===== src/rtl/isu_pkg.sv =====
package isu_pkg;
    localparam int NFLAG       = 10;
    localparam int B_RX_UNDER  = 0;
    localparam int B_RX_OVER   = 1;
    localparam int B_RX_FULL   = 2;
    localparam int B_TX_OVER   = 3;
    localparam int B_TX_EMPTY  = 4;
    localparam int B_TX_ABORT  = 5;
    localparam int B_ACTIVITY  = 6;
    localparam int B_STOP      = 7;
    localparam int B_START     = 8;
    localparam int B_GCALL     = 9;
    localparam int NERR        = 3;
    localparam int NEVT        = 5;
    typedef logic [NFLAG-1:0] flag_vec_t;
endpackage


===== src/rtl/isu_level_flags.sv =====
module isu_level_flags #(
    parameter int LVL_W = 4
) (
    input  logic             clk,
    input  logic             rst_n,
    input  logic             en,
    input  logic             idle,
    input  logic             abort_hold,
    input  logic [LVL_W-1:0] rx_level,
    input  logic [LVL_W-1:0] rx_thresh,
    input  logic [LVL_W-1:0] tx_level,
    input  logic [LVL_W-1:0] tx_thresh,
    output logic             rx_full,
    output logic             tx_empty
);
    typedef struct packed {
        logic rx_full;
        logic tx_empty;
    } lvl_t;

    lvl_t lvl_d, lvl_q;

    always_comb begin
        lvl_d = lvl_q;
        if (en) begin
            lvl_d.rx_full  = (rx_level >= rx_thresh);
            lvl_d.tx_empty = abort_hold || (tx_level <= tx_thresh);
        end else begin
            lvl_d.rx_full  = 1'b0;
            lvl_d.tx_empty = !idle;
        end
    end

    always_ff @(posedge clk or negedge rst_n) begin
        if (!rst_n) lvl_q <= '0;
        else        lvl_q <= lvl_d;
    end

    assign rx_full  = lvl_q.rx_full;
    assign tx_empty = lvl_q.tx_empty;

    AST_RXFULL_AT_TH: assert property (@(posedge clk) disable iff (!rst_n)
        (en && rx_level >= rx_thresh) |=> rx_full);
    AST_TXEMPTY_ABOVE: assert property (@(posedge clk) disable iff (!rst_n)
        (en && !abort_hold && tx_level > tx_thresh) |=> !tx_empty);
    AST_RXFULL_DIS: assert property (@(posedge clk) disable iff (!rst_n)
        !en |=> !rx_full);
    AST_TXEMPTY_ABORT: assert property (@(posedge clk) disable iff (!rst_n)
        (en && abort_hold) |=> tx_empty);
endmodule


===== src/rtl/isu_err_flags.sv =====
module isu_err_flags #(
    parameter int DEPTH = 8,
    parameter int LVL_W = 4
) (
    input  logic                    clk,
    input  logic                    rst_n,
    input  logic                    en,
    input  logic                    idle,
    input  logic                    abort_hold,
    input  logic [LVL_W-1:0]        rx_level,
    input  logic [LVL_W-1:0]        tx_level,
    input  logic                    rx_pop,
    input  logic                    rx_push,
    input  logic                    tx_push,
    input  logic [isu_pkg::NERR-1:0] clr,
    output logic [isu_pkg::NERR-1:0] err
);
    localparam logic [LVL_W-1:0] FULL_LVL = LVL_W'(DEPTH);
    localparam int NE = isu_pkg::NERR;

    typedef struct packed {
        logic [NE-1:0] err;
    } err_t;

    err_t err_d, err_q;
    logic [NE-1:0] set_v;
    logic          idle_clr;

    always_comb begin
        set_v[0] = en && rx_pop  && (rx_level == '0);
        set_v[1] = en && rx_push && (rx_level == FULL_LVL);
        set_v[2] = en && tx_push && !abort_hold && (tx_level == FULL_LVL);
        idle_clr = !en && idle;
        err_d    = err_q;
        for (int i = 0; i < NE; i++) begin
            err_d.err[i] = set_v[i] || (err_q.err[i] && !clr[i] && !idle_clr);
        end
    end

    always_ff @(posedge clk or negedge rst_n) begin
        if (!rst_n) err_q <= '0;
        else        err_q <= err_d;
    end

    assign err = err_q.err;

    AST_UNDER_SET: assert property (@(posedge clk) disable iff (!rst_n)
        (en && rx_pop && rx_level == '0) |=> err[0]);
    AST_ERR_IDLE_CLR: assert property (@(posedge clk) disable iff (!rst_n)
        (!en && idle) |=> (err == '0));
    AST_ERR_HOLD: assert property (@(posedge clk) disable iff (!rst_n)
        (!en && !idle && clr == '0) |=> (err == $past(err)));
endmodule


===== src/rtl/isu_event_flags.sv =====
module isu_event_flags #(
    parameter int CAUSE_W = 8
) (
    input  logic                     clk,
    input  logic                     rst_n,
    input  logic                     en,
    input  logic [isu_pkg::NEVT-1:0] ev,
    input  logic [CAUSE_W-1:0]       cause_in,
    input  logic [isu_pkg::NEVT-1:0] clr,
    output logic [isu_pkg::NEVT-1:0] flg,
    output logic [CAUSE_W-1:0]       cause
);
    localparam int NV = isu_pkg::NEVT;
    localparam int GC = NV - 1;

    typedef struct packed {
        logic [NV-1:0]      flg;
        logic [CAUSE_W-1:0] cause;
    } evt_t;

    evt_t evt_d, evt_q;
    logic [NV-1:0] set_v;
    logic [NV-1:0] keep_v;

    always_comb begin
        set_v      = ev;
        set_v[GC]  = ev[GC] && en;
        keep_v     = ~clr;
        keep_v[GC] = !clr[GC] && en;
        evt_d      = evt_q;
        for (int i = 0; i < NV; i++) begin
            evt_d.flg[i] = set_v[i] || (evt_q.flg[i] && keep_v[i]);
        end
        if (clr[0]) evt_d.cause = '0;
        if (ev[0])  evt_d.cause = evt_d.cause | cause_in;
    end

    always_ff @(posedge clk or negedge rst_n) begin
        if (!rst_n) evt_q <= '0;
        else        evt_q <= evt_d;
    end

    assign flg   = evt_q.flg;
    assign cause = evt_q.cause;

    AST_ABORT_HOLD: assert property (@(posedge clk) disable iff (!rst_n)
        (flg[0] && !clr[0]) |=> flg[0]);
    AST_CAUSE_CLR: assert property (@(posedge clk) disable iff (!rst_n)
        (clr[0] && !ev[0]) |=> (cause == '0 && !flg[0]));
    AST_GCALL_DIS: assert property (@(posedge clk) disable iff (!rst_n)
        !en |=> !flg[GC]);
    AST_STICKY_HOLD: assert property (@(posedge clk) disable iff (!rst_n)
        (flg[1] && !clr[1]) |=> flg[1]);
endmodule


===== src/rtl/i2c_irq_status.sv =====
module i2c_irq_status #(
    parameter int DEPTH   = 8,
    parameter int CAUSE_W = 8,
    parameter int LVL_W   = $clog2(DEPTH + 1)
) (
    input  logic                      clk,
    input  logic                      rst_n,
    input  logic                      ctrl_en,
    input  logic                      fsm_idle,
    input  logic [LVL_W-1:0]          rx_level,
    input  logic [LVL_W-1:0]          rx_thresh,
    input  logic [LVL_W-1:0]          tx_level,
    input  logic [LVL_W-1:0]          tx_thresh,
    input  logic                      rx_pop,
    input  logic                      rx_push,
    input  logic                      tx_push,
    input  logic                      ev_abort,
    input  logic [CAUSE_W-1:0]        abort_cause,
    input  logic                      ev_activity,
    input  logic                      ev_stop,
    input  logic                      ev_start,
    input  logic                      ev_gcall,
    input  logic [isu_pkg::NFLAG-1:0] flag_clr,
    input  logic                      clr_all,
    input  logic [isu_pkg::NFLAG-1:0] irq_mask,
    output logic [isu_pkg::NFLAG-1:0] raw_status,
    output logic                      irq,
    output logic                      tx_flush,
    output logic [CAUSE_W-1:0]        abort_src
);
    import isu_pkg::*;

    logic [NFLAG-1:0] clr_eff;
    logic [NERR-1:0]  err_clr, err_v;
    logic [NEVT-1:0]  evt_in, evt_clr, evt_v;
    logic             rx_full, tx_empty, abort_hold;

    assign clr_eff    = flag_clr | {NFLAG{clr_all}};
    assign err_clr    = {clr_eff[B_TX_OVER], clr_eff[B_RX_OVER], clr_eff[B_RX_UNDER]};
    assign evt_clr    = {clr_eff[B_GCALL], clr_eff[B_START], clr_eff[B_STOP],
                         clr_eff[B_ACTIVITY], clr_eff[B_TX_ABORT]};
    assign evt_in     = {ev_gcall, ev_start, ev_stop, ev_activity, ev_abort};
    assign abort_hold = evt_v[0];

    isu_level_flags #(.LVL_W(LVL_W)) u_lvl (
        .clk(clk), .rst_n(rst_n), .en(ctrl_en), .idle(fsm_idle),
        .abort_hold(abort_hold),
        .rx_level(rx_level), .rx_thresh(rx_thresh),
        .tx_level(tx_level), .tx_thresh(tx_thresh),
        .rx_full(rx_full), .tx_empty(tx_empty)
    );

    isu_err_flags #(.DEPTH(DEPTH), .LVL_W(LVL_W)) u_err (
        .clk(clk), .rst_n(rst_n), .en(ctrl_en), .idle(fsm_idle),
        .abort_hold(abort_hold),
        .rx_level(rx_level), .tx_level(tx_level),
        .rx_pop(rx_pop), .rx_push(rx_push), .tx_push(tx_push),
        .clr(err_clr), .err(err_v)
    );

    isu_event_flags #(.CAUSE_W(CAUSE_W)) u_evt (
        .clk(clk), .rst_n(rst_n), .en(ctrl_en),
        .ev(evt_in), .cause_in(abort_cause), .clr(evt_clr),
        .flg(evt_v), .cause(abort_src)
    );

    always_comb begin
        raw_status             = '0;
        raw_status[B_RX_UNDER] = err_v[0];
        raw_status[B_RX_OVER]  = err_v[1];
        raw_status[B_TX_OVER]  = err_v[2];
        raw_status[B_RX_FULL]  = rx_full;
        raw_status[B_TX_EMPTY] = tx_empty;
        raw_status[B_TX_ABORT] = evt_v[0];
        raw_status[B_ACTIVITY] = evt_v[1];
        raw_status[B_STOP]     = evt_v[2];
        raw_status[B_START]    = evt_v[3];
        raw_status[B_GCALL]    = evt_v[4];
    end

    assign irq      = |(raw_status & irq_mask);
    assign tx_flush = abort_hold || !ctrl_en;

    AST_RXFULL_NO_CLR: assert property (@(posedge clk) disable iff (!rst_n)
        (clr_eff[B_RX_FULL] && ctrl_en && rx_level >= rx_thresh) |=> raw_status[B_RX_FULL]);
    AST_TXEMPTY_NO_CLR: assert property (@(posedge clk) disable iff (!rst_n)
        (clr_eff[B_TX_EMPTY] && ctrl_en && tx_level <= tx_thresh) |=> raw_status[B_TX_EMPTY]);
    AST_START_SET_WINS: assert property (@(posedge clk) disable iff (!rst_n)
        ev_start |=> raw_status[B_START]);
    AST_FLUSH_ON_ABORT: assert property (@(posedge clk) disable iff (!rst_n)
        ev_abort |=> tx_flush);
endmodule


===== config.mk =====
export PLATFORM = sky130hd
export DESIGN_NAME = i2c_irq_status
export DESIGN_NICKNAME = d
export VERILOG_FILES = /design/src/rtl/isu_pkg.sv /design/src/rtl/isu_level_flags.sv /design/src/rtl/isu_err_flags.sv /design/src/rtl/isu_event_flags.sv /design/src/rtl/i2c_irq_status.sv
export SDC_FILE = /design/constraint.sdc
export NUM_CORES = 1
export LEC_CHECK = 0
export BUFFER_PORTS_ARGS = -buffer_cell sky130_fd_sc_hd__buf_2
export CAP_MARGIN = 20
export CORE_MARGIN = 3
export CORE_UTILIZATION = 42
export CTS_CLUSTER_DIAMETER = 150
export DETAILED_ROUTE_END_ITERATION = 16
export MAX_ROUTING_LAYER = met4
export PLACE_DENSITY_LB_ADDON = 0.05
export SLEW_MARGIN = 15
export SYNTH_ARGS = -nofsm -noshare
export SYNTH_HDL_FRONTEND = slang
export SYNTH_SLANG_ARGS = --single-unit

===== constraint.sdc =====
create_clock -name clk -period 2 [get_ports clk]
set_input_delay 0.4 -clock clk [delete_from_list [all_inputs] [get_ports clk]]
set_output_delay 0.4 -clock clk [all_outputs]
set_load 0.03 [all_outputs]

==> flow_metrics.env <==
export IMPL_timing_final_max_slew_violations=0
export IMPL_grt_max_degree=19
export IMPL_die_h_um=54.8
export IMPL_num_vias=948
export IMPL_r2r_end="u_lvl.tx_empty"
export IMPL_ff2ff_path_depth=3
export IMPL_worst_path_max_delay_cell="dfrtp_1"
export IMPL_post_cts_buffers=0
export IMPL_worstPathBufferInverterCount=1
export IMPL_hpwl_mm=2.05
export IMPL_netlist_top_cells_count="dfrtp_1 (18), inv_1 (11), a22o_1 (9)"
export IMPL_syn_inst=90
export IMPL_syn_cell_area_um2=1000
export IMPL_area_growth_syn_to_layout_pct=40.4
export IMPL_fillers=195
export IMPL_cts_resized_gates=0
export IMPL_rsz0062_at_grt="no"
export IMPL_ios=77
export IMPL_finalSetupViolCount=0
export IMPL_crit_chain="a22o_1, a221oi_2, nand4_1, buf_2"
export IMPL_power_total_mw=0.846
export IMPL_track_usage=0.171
export IMPL_crit_family="flip-flops"
export IMPL_endpoint_kind="primary output"
export IMPL_tightest_slew_ns=0.391
export IMPL_seqCellArea_um2=450
export IMPL_leakage_nw=0.793
export IMPL_coreArea_mm2=0.00223
export IMPL_setup_worst_path_start_class="flop"
export IMPL_htreeDepth=1
export IMPL_synthesis_nets=155
export IMPL_grt_pass1_wl_mm=3.52
export IMPL_overflow=0
export IMPL_ff2ff_setup_slack_ns=0.97
export IMPL_first_pass_iters=2
export IMPL_synth_ff_type="dfrtp_1"
export IMPL_fin_worst_skew_ns=0.000310
export IMPL_cts_tree="done"
export IMPL_cp_startpoint="u_evt.flg[1]"
export IMPL_yosys_warnings=0
export IMPL_portBuffers=74
export IMPL_die_x_um=54.8
export IMPL_synth_seq_cells=18
export IMPL_cts_sinks=18
export IMPL_max_slew_margin=0.739
export IMPL_max_stage_delay_ns=0.42
export IMPL_cts_buffers=3
export IMPL_ctsLongestPathBuffers=2
export IMPL_nets=229
export IMPL_synthArstFlopShare=1.00
export IMPL_status="complete, no violations"
export IMPL_crit_arrival_ns=1.39
export IMPL_antenna_diode_count=0
export IMPL_cp_endpoint="irq"
export IMPL_maxCapViolCount=0
export IMPL_rows=17
export IMPL_crit_type="reg -> out"
export IMPL_antenna_found_initial=0
export IMPL_peakVddDrop_uv=306
export IMPL_r2r_start="u_evt.flg[0]"
export IMPL_ys_seq_area_frac=0.451
export IMPL_avgRoutedWirePerCell_um=13.2
export IMPL_setup_tns_ns=0
export IMPL_min_period_ns=1.79
export IMPL_initial_core_util=0.448
export IMPL_gp_congestion=0.663
export IMPL_crit_cells=4
export IMPL_yosysMostFrequentCell="dfrtp_1"
export IMPL_drive_gt1_frac=0.515
export IMPL_clkTransAtPathRegs_ns=0.10
export IMPL_yosys_area_top_type="dfrtp_1"
export IMPL_drc=0
export IMPL_fin_util=0.629
export IMPL_critical_path_required_ns=1.60
export IMPL_synth_area_leaders="dfrtp_1 (45%), ha_1 (10%), a22o_1 (7.9%)"
export IMPL_antenna_left=0
export IMPL_worstSkewPairLatency_ns=0.28
export IMPL_period_share=0.893
export IMPL_crit_fanout=3
export IMPL_drtIter0Drc=4
export IMPL_multi_input_area_um2=470
export IMPL_fmax_mhz=560
export IMPL_min_path_type="in -> async"
export IMPL_synth_distinct_cells=28
export IMPL_wl_mm=2.53
export IMPL_yosysTopAreaCellShare=0.451
export IMPL_die_area_mm2=0.00300
export IMPL_viasPerCell=4.96
export IMPL_synth_edf_count=0
export IMPL_avgSynthCellArea_um2=11.1
export IMPL_root_buffer="clkbuf_4"
export IMPL_cts_hold_fix_buffers=0
export IMPL_cellPowerDensity_mw_per_mm2=603
export IMPL_grt_pass1_vias=814
export IMPL_finalHoldViolations=0
## kinds of logic after synthesis
family / count (synthesis) / synth area share
fa+ha+maj: 8 / 0.100
simple gates: 19 / 0.130
buf+inv: 16 / 0.0788
flops: 18 / 0.451
compound gates: 29 / 0.240
## cells in the final DEF, fill, tap and decap left out, types with 2 or more instances in the layout
cell type | synthesis | final
clkbuf_4 | 0 | 3
o21ai_0 | 3 | 3
a22o_1 | 9 | 9
nor2_1 | 7 | 7
a21oi_1 | 3 | 3
a21o_1 | 5 | 5
a22oi_1 | 3 | 3
dfrtp_1 | 18 | 18
ha_1 | 8 | 8
o41ai_2 | 2 | 2
nand2b_1 | 2 | 2
inv_1 | 11 | 11
buf_2 | 0 | 74
## metal layers
layer / global-route usage / wire, um
met1: 0.202 / 985
met2: 0.295 / 1310
met3: 0.0218 / 219
met4: 0.0622 / 20
met5: - / 0
## cell type report
type / count / share of cell area
inverters: 11 / 0.0294
repair buffers: 74 / 0.264
clock buffers: 4 / 0.0258
well taps: 28 / 0.0250
flip-flops and latches: 18 / 0.321
multi-input cells: 56 / 0.335
## state kept, by name (all words and copies together) (netlist names)
register,cells
u_evt.cause,8
u_evt.flg,5
u_err.err,3
u_lvl.rx_full,1
u_lvl.tx_empty,1
## through the flow
step                      worst slack (ns)  instances  area, um^2  hold slack (ns)
after CTS                            0.200        191        1400           0.0232
after floorplan                      0.378         90        1000            0.104
after global placement               0.451        187        1370            0.344
final                                0.214        191        1400           0.0164
after global routing                 0.115        191        1400           0.0384
after detailed placement             0.435        187        1370            0.350
## how the worst min path moves through the flow
stage | cells past startpoint | start | slack, ns | endpoint
global route | 1 | rst_n | 0.04 | u_evt.flg[1]
floorplan | 0 | rst_n | 0.10 | u_err.err[0]
global placement | 1 | rst_n | 0.34 | u_evt.cause[1]
detailed placement | 1 | rst_n | 0.35 | u_evt.cause[3]
finish | 1 | rst_n | 0.02 | u_evt.flg[2]
CTS | 1 | rst_n | 0.02 | u_evt.cause[1]
## where the power goes
group / leakage (nW) / switching (mW) / internal [mW]
combinational: 0.548 / 0.128 / 0.0962
clock: 0.0210 / 0.110 / 0.111
sequential: 0.224 / 0.0153 / 0.386
total: 0.793 / 0.253 / 0.593
(Power assumes the default switching activity.)
